$ cat config.mk
export PLATFORM = sky130hd
export DESIGN_NAME = adc_mux_sequencer
export DESIGN_NICKNAME = d
export VERILOG_FILES = /design/src/rtl/mxseq_pkg.sv /design/src/rtl/mxseq_req_latch.sv /design/src/rtl/mxseq_chan_map.sv /design/src/rtl/mxseq_ctrl.sv /design/src/rtl/adc_mux_sequencer.sv
export SDC_FILE = /design/constraint.sdc
export NUM_CORES = 1
export LEC_CHECK = 0
export ABC_AREA = 1
export BUFFER_PORTS_ARGS = -buffer_cell sky130_fd_sc_hd__buf_2
export CAP_MARGIN = 10
export CELL_PAD_IN_SITES_DETAIL_PLACEMENT = 1
export CELL_PAD_IN_SITES_GLOBAL_PLACEMENT = 1
export CORE_AREA = 8 8 47 49
export CTS_CLUSTER_SIZE = 12
export DETAILED_ROUTE_END_ITERATION = 10
export DIE_AREA = 0 0 55 57
export GPL_ROUTABILITY_DRIVEN = 0
export GPL_TIMING_DRIVEN = 0
export PLACE_DENSITY = 0.79
export SYNTH_ARGS = -nofsm -noshare
export SYNTH_HDL_FRONTEND = slang
export SYNTH_HIERARCHICAL = 1
export SYNTH_SLANG_ARGS = --single-unit
$ cat constraint.sdc
create_clock -name clk -period 1.5 [get_ports clk]
set_clock_uncertainty 0.05 [all_clocks]
set_input_delay 0.075 -clock clk [delete_from_list [all_inputs] [get_ports clk]]
set_output_delay 0.075 -clock clk [all_outputs]
set_load 0.02 [all_outputs]
$ cat src/rtl/mxseq_pkg.sv
package mxseq_pkg;
  localparam int NUM_SLOTS = 4;
  localparam int SLOT_W    = $clog2(NUM_SLOTS);
  localparam int SEL_W     = 3;

  localparam logic [SEL_W-1:0] CH_IA   = 3'd0;
  localparam logic [SEL_W-1:0] CH_VA   = 3'd1;
  localparam logic [SEL_W-1:0] CH_IB   = 3'd2;
  localparam logic [SEL_W-1:0] CH_VB   = 3'd3;
  localparam logic [SEL_W-1:0] CH_TEMP = 3'd4;
  localparam logic [SEL_W-1:0] CH_BAT  = 3'd5;

  typedef enum logic [1:0] {
    ST_IDLE   = 2'd0,
    ST_LAUNCH = 2'd1,
    ST_WAIT   = 2'd2
  } seq_state_e;

  function automatic logic [SEL_W-1:0] regular_chan(input int slot);
    case (slot)
      0:       return CH_IA;
      1:       return CH_VA;
      2:       return CH_IB;
      default: return CH_VB;
    endcase
  endfunction

  function automatic logic [SEL_W-1:0] alternate_chan(input int slot);
    case (slot)
      0:       return CH_TEMP;
      1:       return CH_VA;
      2:       return CH_BAT;
      default: return CH_VB;
    endcase
  endfunction
endpackage

$ cat src/rtl/mxseq_req_latch.sv
module mxseq_req_latch (
  input  logic clk,
  input  logic rst,
  input  logic alt_req,
  input  logic take,
  output logic alt_grant
);
  logic pend_q;

  assign alt_grant = pend_q | alt_req;

  always_ff @(posedge clk) begin
    if (rst)       pend_q <= 1'b0;
    else if (take) pend_q <= 1'b0;
    else           pend_q <= pend_q | alt_req;
  end


  one_shot_clear_chk: assert property (@(posedge clk) disable iff (rst)
    (take && !alt_req) |=> !pend_q);
endmodule

$ cat src/rtl/mxseq_chan_map.sv
module mxseq_chan_map
  import mxseq_pkg::*;
(
  input  logic              alt,
  input  logic [SLOT_W-1:0] slot,
  output logic [SEL_W-1:0]  chan_sel,
  output logic              batt_slot
);
  logic [SEL_W-1:0] reg_tab [NUM_SLOTS];
  logic [SEL_W-1:0] alt_tab [NUM_SLOTS];

  for (genvar g = 0; g < NUM_SLOTS; g++) begin : g_tab
    assign reg_tab[g] = regular_chan(g);
    assign alt_tab[g] = alternate_chan(g);
  end

  always_comb begin
    chan_sel  = alt ? alt_tab[slot] : reg_tab[slot];
    batt_slot = alt && (alt_tab[slot] == CH_BAT);
  end
endmodule

$ cat src/rtl/mxseq_ctrl.sv
module mxseq_ctrl
  import mxseq_pkg::*;
(
  input  logic              clk,
  input  logic              rst,
  input  logic              pass_start,
  input  logic              filt_done,
  input  logic              alt_grant,
  output logic              take,
  output logic              busy,
  output logic              filt_start,
  output logic [SLOT_W-1:0] slot,
  output logic              alt_pass,
  output logic              pass_done
);
  localparam logic [SLOT_W-1:0] LAST_SLOT = SLOT_W'(NUM_SLOTS - 1);

  seq_state_e        st_q;
  logic [SLOT_W-1:0] slot_q;
  logic              alt_q;
  logic              done_q;

  assign take       = (st_q == ST_IDLE) && pass_start;
  assign busy       = (st_q != ST_IDLE);
  assign filt_start = (st_q == ST_LAUNCH);
  assign slot       = slot_q;
  assign alt_pass   = alt_q;
  assign pass_done  = done_q;

  always_ff @(posedge clk) begin
    if (rst) begin
      st_q   <= ST_IDLE;
      slot_q <= '0;
      alt_q  <= 1'b0;
      done_q <= 1'b0;
    end else begin
      done_q <= 1'b0;
      case (st_q)
        ST_IDLE: begin
          if (pass_start) begin
            st_q   <= ST_LAUNCH;
            slot_q <= '0;
            alt_q  <= alt_grant;
          end
        end
        ST_LAUNCH: st_q <= ST_WAIT;
        ST_WAIT: begin
          if (filt_done) begin
            if (slot_q == LAST_SLOT) begin
              st_q   <= ST_IDLE;
              slot_q <= '0;
              alt_q  <= 1'b0;
              done_q <= 1'b1;
            end else begin
              st_q   <= ST_LAUNCH;
              slot_q <= slot_q + 1'b1;
            end
          end
        end
        default: st_q <= ST_IDLE;
      endcase
    end
  end


  start_single_chk: assert property (@(posedge clk) disable iff (rst)
    filt_start |=> !filt_start);

  hold_slot_chk: assert property (@(posedge clk) disable iff (rst)
    (st_q == ST_WAIT && !filt_done) |=> $stable(slot_q));

  done_single_chk: assert property (@(posedge clk) disable iff (rst)
    done_q |=> !done_q);

  alt_steady_chk: assert property (@(posedge clk) disable iff (rst)
    (busy && !(st_q == ST_WAIT && filt_done && slot_q == LAST_SLOT)) |=> $stable(alt_q));
endmodule

$ cat src/rtl/adc_mux_sequencer.sv
module adc_mux_sequencer
  import mxseq_pkg::*;
(
  input  logic              clk,
  input  logic              rst,
  input  logic              pass_start,
  input  logic              alt_req,
  input  logic              batt_perm,
  input  logic              filt_done,
  output logic              filt_start,
  output logic [SEL_W-1:0]  chan_sel,
  output logic [SLOT_W-1:0] slot_idx,
  output logic              batt_mon_en,
  output logic              alt_pass,
  output logic              pass_done
);
  logic take, busy, alt_grant, batt_slot;

  mxseq_req_latch u_req (
    .clk(clk), .rst(rst), .alt_req(alt_req), .take(take), .alt_grant(alt_grant)
  );

  mxseq_ctrl u_ctrl (
    .clk(clk), .rst(rst), .pass_start(pass_start), .filt_done(filt_done),
    .alt_grant(alt_grant), .take(take), .busy(busy), .filt_start(filt_start),
    .slot(slot_idx), .alt_pass(alt_pass), .pass_done(pass_done)
  );

  mxseq_chan_map u_map (
    .alt(alt_pass), .slot(slot_idx), .chan_sel(chan_sel), .batt_slot(batt_slot)
  );

  assign batt_mon_en = busy && batt_slot && batt_perm;


  batt_gate_chk: assert property (@(posedge clk) disable iff (rst)
    batt_mon_en |-> (batt_perm && alt_pass && chan_sel == CH_BAT));

  va_fixed_chk: assert property (@(posedge clk) disable iff (rst)
    (busy && slot_idx == 2'd1) |-> (chan_sel == CH_VA));

  idle_quiet_chk: assert property (@(posedge clk) disable iff (rst)
    !busy |-> (!filt_start && !alt_pass && !batt_mon_en && slot_idx == '0));
endmodule

==> impl_metrics.toml, run 1 <==
[status]
status = "completed"

[setup_path]
slowest_delay_ns = 0.34
endpoint_kind = "primary output"
cp_max_fo = 4
reg2reg_slack_ns = 0.31
critPathKind = "flip-flop to primary output"
slowest_stage = "dfxtp_1"
r2r_end = "u_ctrl/alt_pass"
required_ns = 1.37
cp-startpoint = "u_ctrl/st_q[0]"
crit_cells = 5
path_delay_family = "simple AND/OR/NAND/NOR gates"
worst-r2r-cell-count = 6
critPathArrivalTime_ns = 1.18
crit_path_end = "batt_mon_en"
start_kind = "flip-flop"
critPathBufInv = 2
reg2reg_from = "u_ctrl/st_q[0]"
crit_chain = "nor2_1 > inv_1 > nand2_1 > nor2_2 > buf_2"

[timing]
post-route-min-period_ns = 1.31
fmax_mhz = 764
slew_violations = 0
tightest_slew_ns = 0.277
tns_ns = 0
final-setup-viol-count = 0
worst_slack_ns = 0.190
hold_viol_final = 0
rsz0062_at_grt = "false"
post-route-period-util_pct = 87.3
relSlewSlack_pct = 81.4

[synthesis]
yosysTopAreaCellShare_pct = 32.7
syn_area_per_cell_um2 = 6.29
yosys-top-cells-area = "dfxtp_1 33%, inv_1 13%, nand2_1 13%"
synth_edf_count = 0
synth-seq-cells = 7
yosysWarnings = 6
yosys.area.top_type = "dfxtp_1"
synth_seq_area_share_pct = 32.7
syn-num-nets = 76
async_flop_share_pct = 0
synthFlopType = "dfxtp_1"
synth.distinct_cells = 16
synth_area_um2 = 428
netlist_instances = 68
synth_common_cells = "15 x inv_1, 15 x nand2_1, 10 x nor2_1"

[floorplanning]
coreArea_mm2 = 0.00158
start_util_pct = 27.1
ios = 15
rows = 15
die_w_um = 55
die_h_um = 57
die-area_mm2 = 0.00314

[grt]
grt_pass1_vias = 490
grt_use_met2_pct = 12.8
grt_max_degree = 9
grt_pass1_wl_um = 1960
grt_overflow = 0
use_met3_pct = 1.04
grt.met1_usage_pct = 9.27
grt.total_usage_pct = 8.25
antenna_found_initial = 0
grt-busiest-layer = "met2"

[finish]
design_area_um2 = 556
drive_gt1_share_pct = 27.6
diodes = 0
syn_to_final_growth_pct = 29.8
final-seq-area_um2 = 140
nFillCells = 218
nets = 96
multi_input_area_um2 = 228

[detailed_routing]
drt_iter0_drc = 1
detail-route-antenna-nets = 0
via_per_inst = 4.38
dr.pass1.iters = 4
drc = 0
route.vias.total = 455
wl_um = 1130
wl_per_cell_um = 10.9

[placement]
dpl_worst_slack_ns = 0.318
place_area_um2 = 519
io_buffer_count = 14
dpl.hpwl_um = 919

[clocking]
cts_root_buffer = "clkbuf_4"
cts_sinks = 7
clk_pin_slew_ns = 0.06
cts_tree = "done"
cts_max_path_buffers = 2
clock_latency_ns = 0.25
cts_buffers = 3
htree_levels = 1

[power]
irDropWorstVdd_mv = 0.356
p_per_area_mw_per_mm2 = 984
total_power_mw = 0.547
p_leak_nw = 0.326

[worst_hold_path]
min_path_type = "input pin to flip-flop"
min_path_cells = 3

[flow_run]
cap_violations = 0
tightest hold or removal path: cells and delay by family:
kind | cells | cell delay, ns
and+or+nand+nor | 2 | 0.13
buffers and inverters | 1 | 0.08
per-stage QoR:
| step | hold slack (ns) | std cells | utilization [%] |
|---|---|---|---|
| after floorplan | 0.0941 | 68 | - |
| after CTS | 0.00769 | 104 | 35.2 |
| after global routing | 0.0328 | 104 | 35.2 |
| after global placement | 0.240 | 99 | 32.9 |
| final | 0.0155 | 104 | 35.2 |
| after detailed placement | 0.244 | 99 | 32.9 |
state kept, by name (all words and copies together), names as in the netlist:
signal and cells:
u_ctrl/alt_pass 1, u_ctrl/pass_done 1, u_ctrl/slot 2, u_ctrl/st_q 2, u_req/pend_q 1
worst min-delay path by stage:
| stage | start | endpoint | slack (ns) |
|---|---|---|---|
| 6_report | alt_req | u_req/pend_q | 0.02 |
| 5_1_grt | alt_req | u_req/pend_q | 0.03 |
| 4_1_cts | alt_req | u_req/pend_q | 0.008 |
| 3_5_place_dp | rst | u_ctrl/st_q[1] | 0.24 |
| 3_3_place_gp | rst | u_ctrl/st_q[1] | 0.24 |
| 2_1_floorplan | rst | u_ctrl/st_q[1] | 0.09 |
what timing repair did:
| item | CTS | global route |
|---|---|---|
| endpoints found under the hold margin | 2 | 0 |
| hold buffers | 1 | 0 |
| setup buffers | 0 | 0 |
| resized for setup | 0 | 0 |
| setup endpoints to repair | 0 | 0 |
power breakdown:
part | total [mW] | internal (mW) | switching [mW]
clock | 0.180 | 0.102 | 0.0775
combinational | 0.146 | 0.0525 | 0.0933
sequential | 0.221 | 0.201 | 0.0201
layout by cell type, fill, tap and decap left out, drive strengths merged:
cell type     n
nand2        17
inv          16
buf          14
nor2         13
dfxtp         7
nand3         4
clkbuf        4
a21oi         4
o21ai         2
ha            2
dlygate4sd3   1
nor3          1
nand3b        1
nand4         1
layer usage:
metal,wire length [um],vias up
li1,-,245
met1,492,197
met2,545,11
met3,71,2
met4,19,0
met5,0,-
cells by family after synthesis:
| family | Yosys count | share of synthesized area [%] |
|---|---|---|
| AO/OA/AOI/OAI | 6 | 7.89 |
| flip-flops | 7 | 32.7 |
| buffers and inverters | 16 | 14.0 |
| AND/OR/NAND/NOR | 37 | 39.5 |
| adder cells (fa/ha/maj) | 2 | 5.85 |
layout make-up:
class	instances	area share, %
Inverter	16	10.8
Tap cell	17	3.83
Timing Repair Buffer	15	14.4
Clock buffer	4	4.73
Multi-Input combinational cell	45	41.0
Sequential cell	7	25.2
Note: power is estimated with default switching activity, not from simulation.
==> inputs of run 2 (changes only) <==
--- a/config.mk
+++ b/config.mk
@@ -16,7 +16,7 @@
 export DIE_AREA = 0 0 55 57
 export GPL_ROUTABILITY_DRIVEN = 0
 export GPL_TIMING_DRIVEN = 0
-export PLACE_DENSITY = 0.79
+export PLACE_DENSITY_LB_ADDON = 0.1
 export SYNTH_ARGS = -nofsm -noshare
 export SYNTH_HDL_FRONTEND = slang
 export SYNTH_HIERARCHICAL = 1
==> run 2 against run 1 <==
Compared with the run above:
- sequential cell count stayed put
- non-clock buffer count unchanged
- count of clock-buffer cells in the layout stayed put
- worst setup slack lost 0.016 ns
- clock power hardly changed
- die area did not move
- first-iteration DRC count grew to 8.0 times the previous value
- largest power group unchanged
- highest routed layer unchanged
==> impl_metrics.toml, run 2 (same netlist as run 1, synthesis figures left out) <==
[finish]
nFillCells = 226
design_area_um2 = 556
syn_to_final_growth_pct = 29.8
layout_common_cells = "15 x inv_1, 15 x nand2_1, 14 x buf_2"
drive_gt1_share_pct = 27.6
nets = 96
diodes = 0

[floorplanning]
rows = 15
die-area_mm2 = 0.00314
ios = 15
die_w_um = 55
coreArea_mm2 = 0.00158
start_util_pct = 27.1
die_h_um = 57

[timing]
tns_ns = 0
final-setup-viol-count = 0
fmax_mhz = 754
relSlewSlack_pct = 81.4
rsz0062_at_grt = "false"
tightest_slew_ns = 0.278
post-route-min-period_ns = 1.33
hold_viol_final = 0
post-route-period-util_pct = 88.4
slew_violations = 0

[clocking]
cts_root_buffer = "clkbuf_4"
cts_buffers = 3
clock_latency_ns = 0.26
htree_levels = 1
cts_sinks = 7
cts_tree = "done"
cts_setup_buffers = 0
clk_pin_slew_ns = 0.05
cts_max_path_buffers = 2

[grt]
grt.total_usage_pct = 8.31
grt_overflow = 0
grt_pass1_vias = 441
grt_pass1_wl_um = 1900
grt_max_degree = 9
antenna_found_initial = 0

[power]
irDropWorstVdd_mv = 0.457
p_leak_nw = 0.326
total_power_mw = 0.544
p_per_area_mw_per_mm2 = 979

[detailed_routing]
via_per_inst = 4.38
drt_iter0_drc = 8
wl_um = 1140
detail-route-antenna-nets = 0
dr.pass1.iters = 4
route.vias.total = 455
wl_per_cell_um = 11.0
drc = 0

[setup_path]
start_kind = "flip-flop"
slowest_delay_ns = 0.35
reg2reg_from = "u_ctrl/slot[0]"
critPathArrivalTime_ns = 1.20
cp_max_fo = 5
critPathKind = "flip-flop to primary output"
slowest_stage = "dfxtp_1"
endpoint_kind = "primary output"
required_ns = 1.37
crit_chain = "nor2_1 > inv_1 > nand2_1 > nor2_2 > buf_2"
cp-startpoint = "u_ctrl/st_q[1]"

[flow_run]
cap_violations = 0

[worst_hold_path]
min_path_type = "input pin to flip-flop"
min_from = "alt_req"

[status]
status = "completed"

[placement]
dpl.hpwl_um = 918
io_buffer_count = 14
place_area_um2 = 519
-- run 2: metrics by stage --
step | util [%] | hold slack, ns | cells | setup WS (ns)
after detailed placement | 32.9 | 0.256 | 99 | 0.331
final | 35.2 | 0.00997 | 104 | 0.174
after CTS | 35.2 | 0.0000578 | 104 | 0.141
after global placement | 32.9 | 0.247 | 99 | 0.338
after global routing | 35.2 | 0.0172 | 104 | 0.0631
after floorplan | - | 0.0941 | 68 | 0.331
-- run 2: final cells by class --
class                   count  area (um^2)  area share (%)
multi-input cells          45          228            41.0
inverters                  16         60.1            10.8
clock buffers               4         26.3            4.73
flip-flops and latches      7          140            25.2
well taps                  17         21.3            3.83
repair buffers             15         80.1            14.4
-- run 2: timing repair --
item,in CTS,in global routing
hold buffers,1,0
gates resized for setup,0,0
hold endpoints to repair,2,0
-- run 2: worst paths after layout --
path                                         to  slack [ns]  cells past startpoint
worst max-delay path                batt_mon_en        0.17                      5
worst min-delay path               u_req/pend_q        0.01                      3
worst max register to register  u_ctrl/alt_pass        0.35                      6
worst min register to register     u_req/pend_q        0.43                      2
-- run 2: layer usage --
layer	track usage (%)	share of wire [%]
met3	3.64	6.6
met4	6.19	3.0
met5	0	0
met1	9.60	47
met2	11.5	44
-- run 2: where the power goes --
part | leakage [nW] | switching (mW) | total (mW) | internal (mW)
Combinational | 0.254 | 0.0925 | 0.145 | 0.0528
Sequential | 0.0576 | 0.0209 | 0.222 | 0.201
Clock | 0.0150 | 0.0747 | 0.177 | 0.102
-- run 2: worst max-delay path: cells and delay by family, from the launching register on --
kind | cells | cell delay [ns]
buffers and inverters | 2 | 0.22
and+or+nand+nor | 3 | 0.38
DFF | 1 | 0.35
==> inputs of run 3 (changes only) <==
==> constraint.sdc (replaced) <==
create_clock -name clk -period 1.5 [get_ports clk]
set_clock_uncertainty 0.05 [all_clocks]
set_input_delay 0.15 -clock clk [delete_from_list [all_inputs] [get_ports clk]]
set_output_delay 0.15 -clock clk [all_outputs]
set_load 0.02 [all_outputs]
==> run 3 against run 2 <==
Compared with the run above:
- count of clock-buffer cells in the layout unchanged
- non-clock buffer count decreased by 1
- critical endpoint unchanged
- hold slack improved by 0.045 ns
- largest power group unchanged
- clock power about the same
- global-route usage unchanged
- register-to-register slack about the same
==> impl_metrics.toml, run 3 (same netlist as run 1, synthesis figures left out) <==
[detailed_routing]
drc = 0
dr.pass1.iters = 4
via_per_inst = 4.37
wl_um = 1130
wl_per_cell_um = 11.0
route.vias.total = 450
drt_iter0_drc = 8
detail-route-antenna-nets = 0

[floorplanning]
start_util_pct = 27.1
die_w_um = 55
ios = 15
die-area_mm2 = 0.00314
die_h_um = 57
coreArea_mm2 = 0.00158
rows = 15

[power]
p_leak_nw = 0.322
irDropWorstVdd_mv = 0.447
p_per_area_mw_per_mm2 = 992

[worst_hold_path]
min_from = "rst"
min_path_type = "input pin to flip-flop"
hold-path-endpoint = "u_ctrl/st_q[1]"
min_path_cells = 2

[finish]
layout_common_cells = "15 x inv_1, 15 x nand2_1, 14 x buf_2"
nets = 95
final-seq-area_um2 = 141
nFillCells = 223
diodes = 0
design_area_um2 = 547
drive_gt1_share_pct = 29.1
multi_input_area_um2 = 228
utilization_pct = 34.7
syn_to_final_growth_pct = 27.8

[setup_path]
endpoint_kind = "primary output"
cp-startpoint = "u_ctrl/st_q[1]"
reg2reg_slack_ns = 0.35
start_kind = "flip-flop"
critPathArrivalTime_ns = 1.20
reg2reg_from = "u_ctrl/slot[0]"
r2r_end = "u_ctrl/alt_pass"
required_ns = 1.30
critPathKind = "flip-flop to primary output"
worst-r2r-cell-count = 6
cp_max_fo = 5

[clocking]
htree_levels = 1
cts_sinks = 7
cts_tree = "done"
cts_buffers = 3
clock_latency_ns = 0.25
cts_root_buffer = "clkbuf_4"
clk_pin_slew_ns = 0.05
holdBufCountCts = 0
cts_max_path_buffers = 2

[placement]
io_buffer_count = 14
dpl_worst_slack_ns = 0.331
place_area_um2 = 519
dpl.hpwl_um = 918

[timing]
relSlewSlack_pct = 81.4
final-setup-viol-count = 0
tightest_slew_ns = 0.278
rsz0062_at_grt = "false"
hold_viol_final = 0
fmax_mhz = 713
whs_ns = 0.0552
post-route-period-util_pct = 93.5
slew_violations = 0
tns_ns = 0
post-route-min-period_ns = 1.40
worst_slack_ns = 0.0982

[status]
status = "completed"

[grt]
grt_pass1_wl_um = 1900
grt_pass1_vias = 430
grt_max_degree = 9
grt_overflow = 0
grt.total_usage_pct = 8.31
antenna_found_initial = 0

[flow_run]
cap_violations = 0
## run 3: cell count changes in the layout (fill, tap and decap cells not counted)
cell           change
dfxtp_2            +1
dlygate4sd3_1      -1
dfxtp_1            -1
## run 3: timing repair
action	CTS	global route
endpoints found under the setup margin	0	1
setup buffers	0	0
gates resized for setup	0	1
## run 3: worst max path at each step
stage | to | depth (start not counted) | slack, ns
floorplan | u_ctrl/alt_pass | 6 | 0.33
global placement | u_ctrl/alt_pass | 6 | 0.34
detailed placement | u_ctrl/alt_pass | 6 | 0.33
CTS | batt_mon_en | 5 | 0.07
global route | batt_mon_en | 5 | 0.03
finish | batt_mon_en | 5 | 0.1
## run 3: layout make-up
cell class | count | share of cell area, %
Sequential cell | 7 | 25.9
Tap cell | 17 | 3.89
Multi-Input combinational cell | 45 | 41.6
Timing Repair Buffer | 14 | 12.8
Clock buffer | 4 | 4.81
Inverter | 16 | 11.0
## run 3: routing by layer
| layer | track usage, % | vias up | wire length [um] |
|---|---|---|---|
| met3 | 3.64 | 5 | 75 |
| met5 | 0 | - | 0 |
| met1 | 9.75 | 196 | 528 |
| li1 | - | 240 | - |
| met2 | 11.3 | 9 | 494 |
| met4 | 6.19 | 0 | 34 |
## run 3: power by group
part | switching [mW] | internal [mW]
registers | 0.0209 | 0.202
logic | 0.0920 | 0.0512
clock network | 0.0746 | 0.102
total | 0.188 | 0.355
## run 3: through the flow
step                instances  power, mW
floorplan                  68      0.322
global placement           99      0.369
detailed placement         99      0.373
CTS                       103      0.558
global route              103      0.586
finish                    103      0.543
## run 3: critical path, stage by stage (launching register included)
cell and delay [ns]:
dfxtp_1 0.35, nor2_1 0.25, inv_1 0.07, nand2_1 0.09, nor2_2 0.04, buf_2 0.15
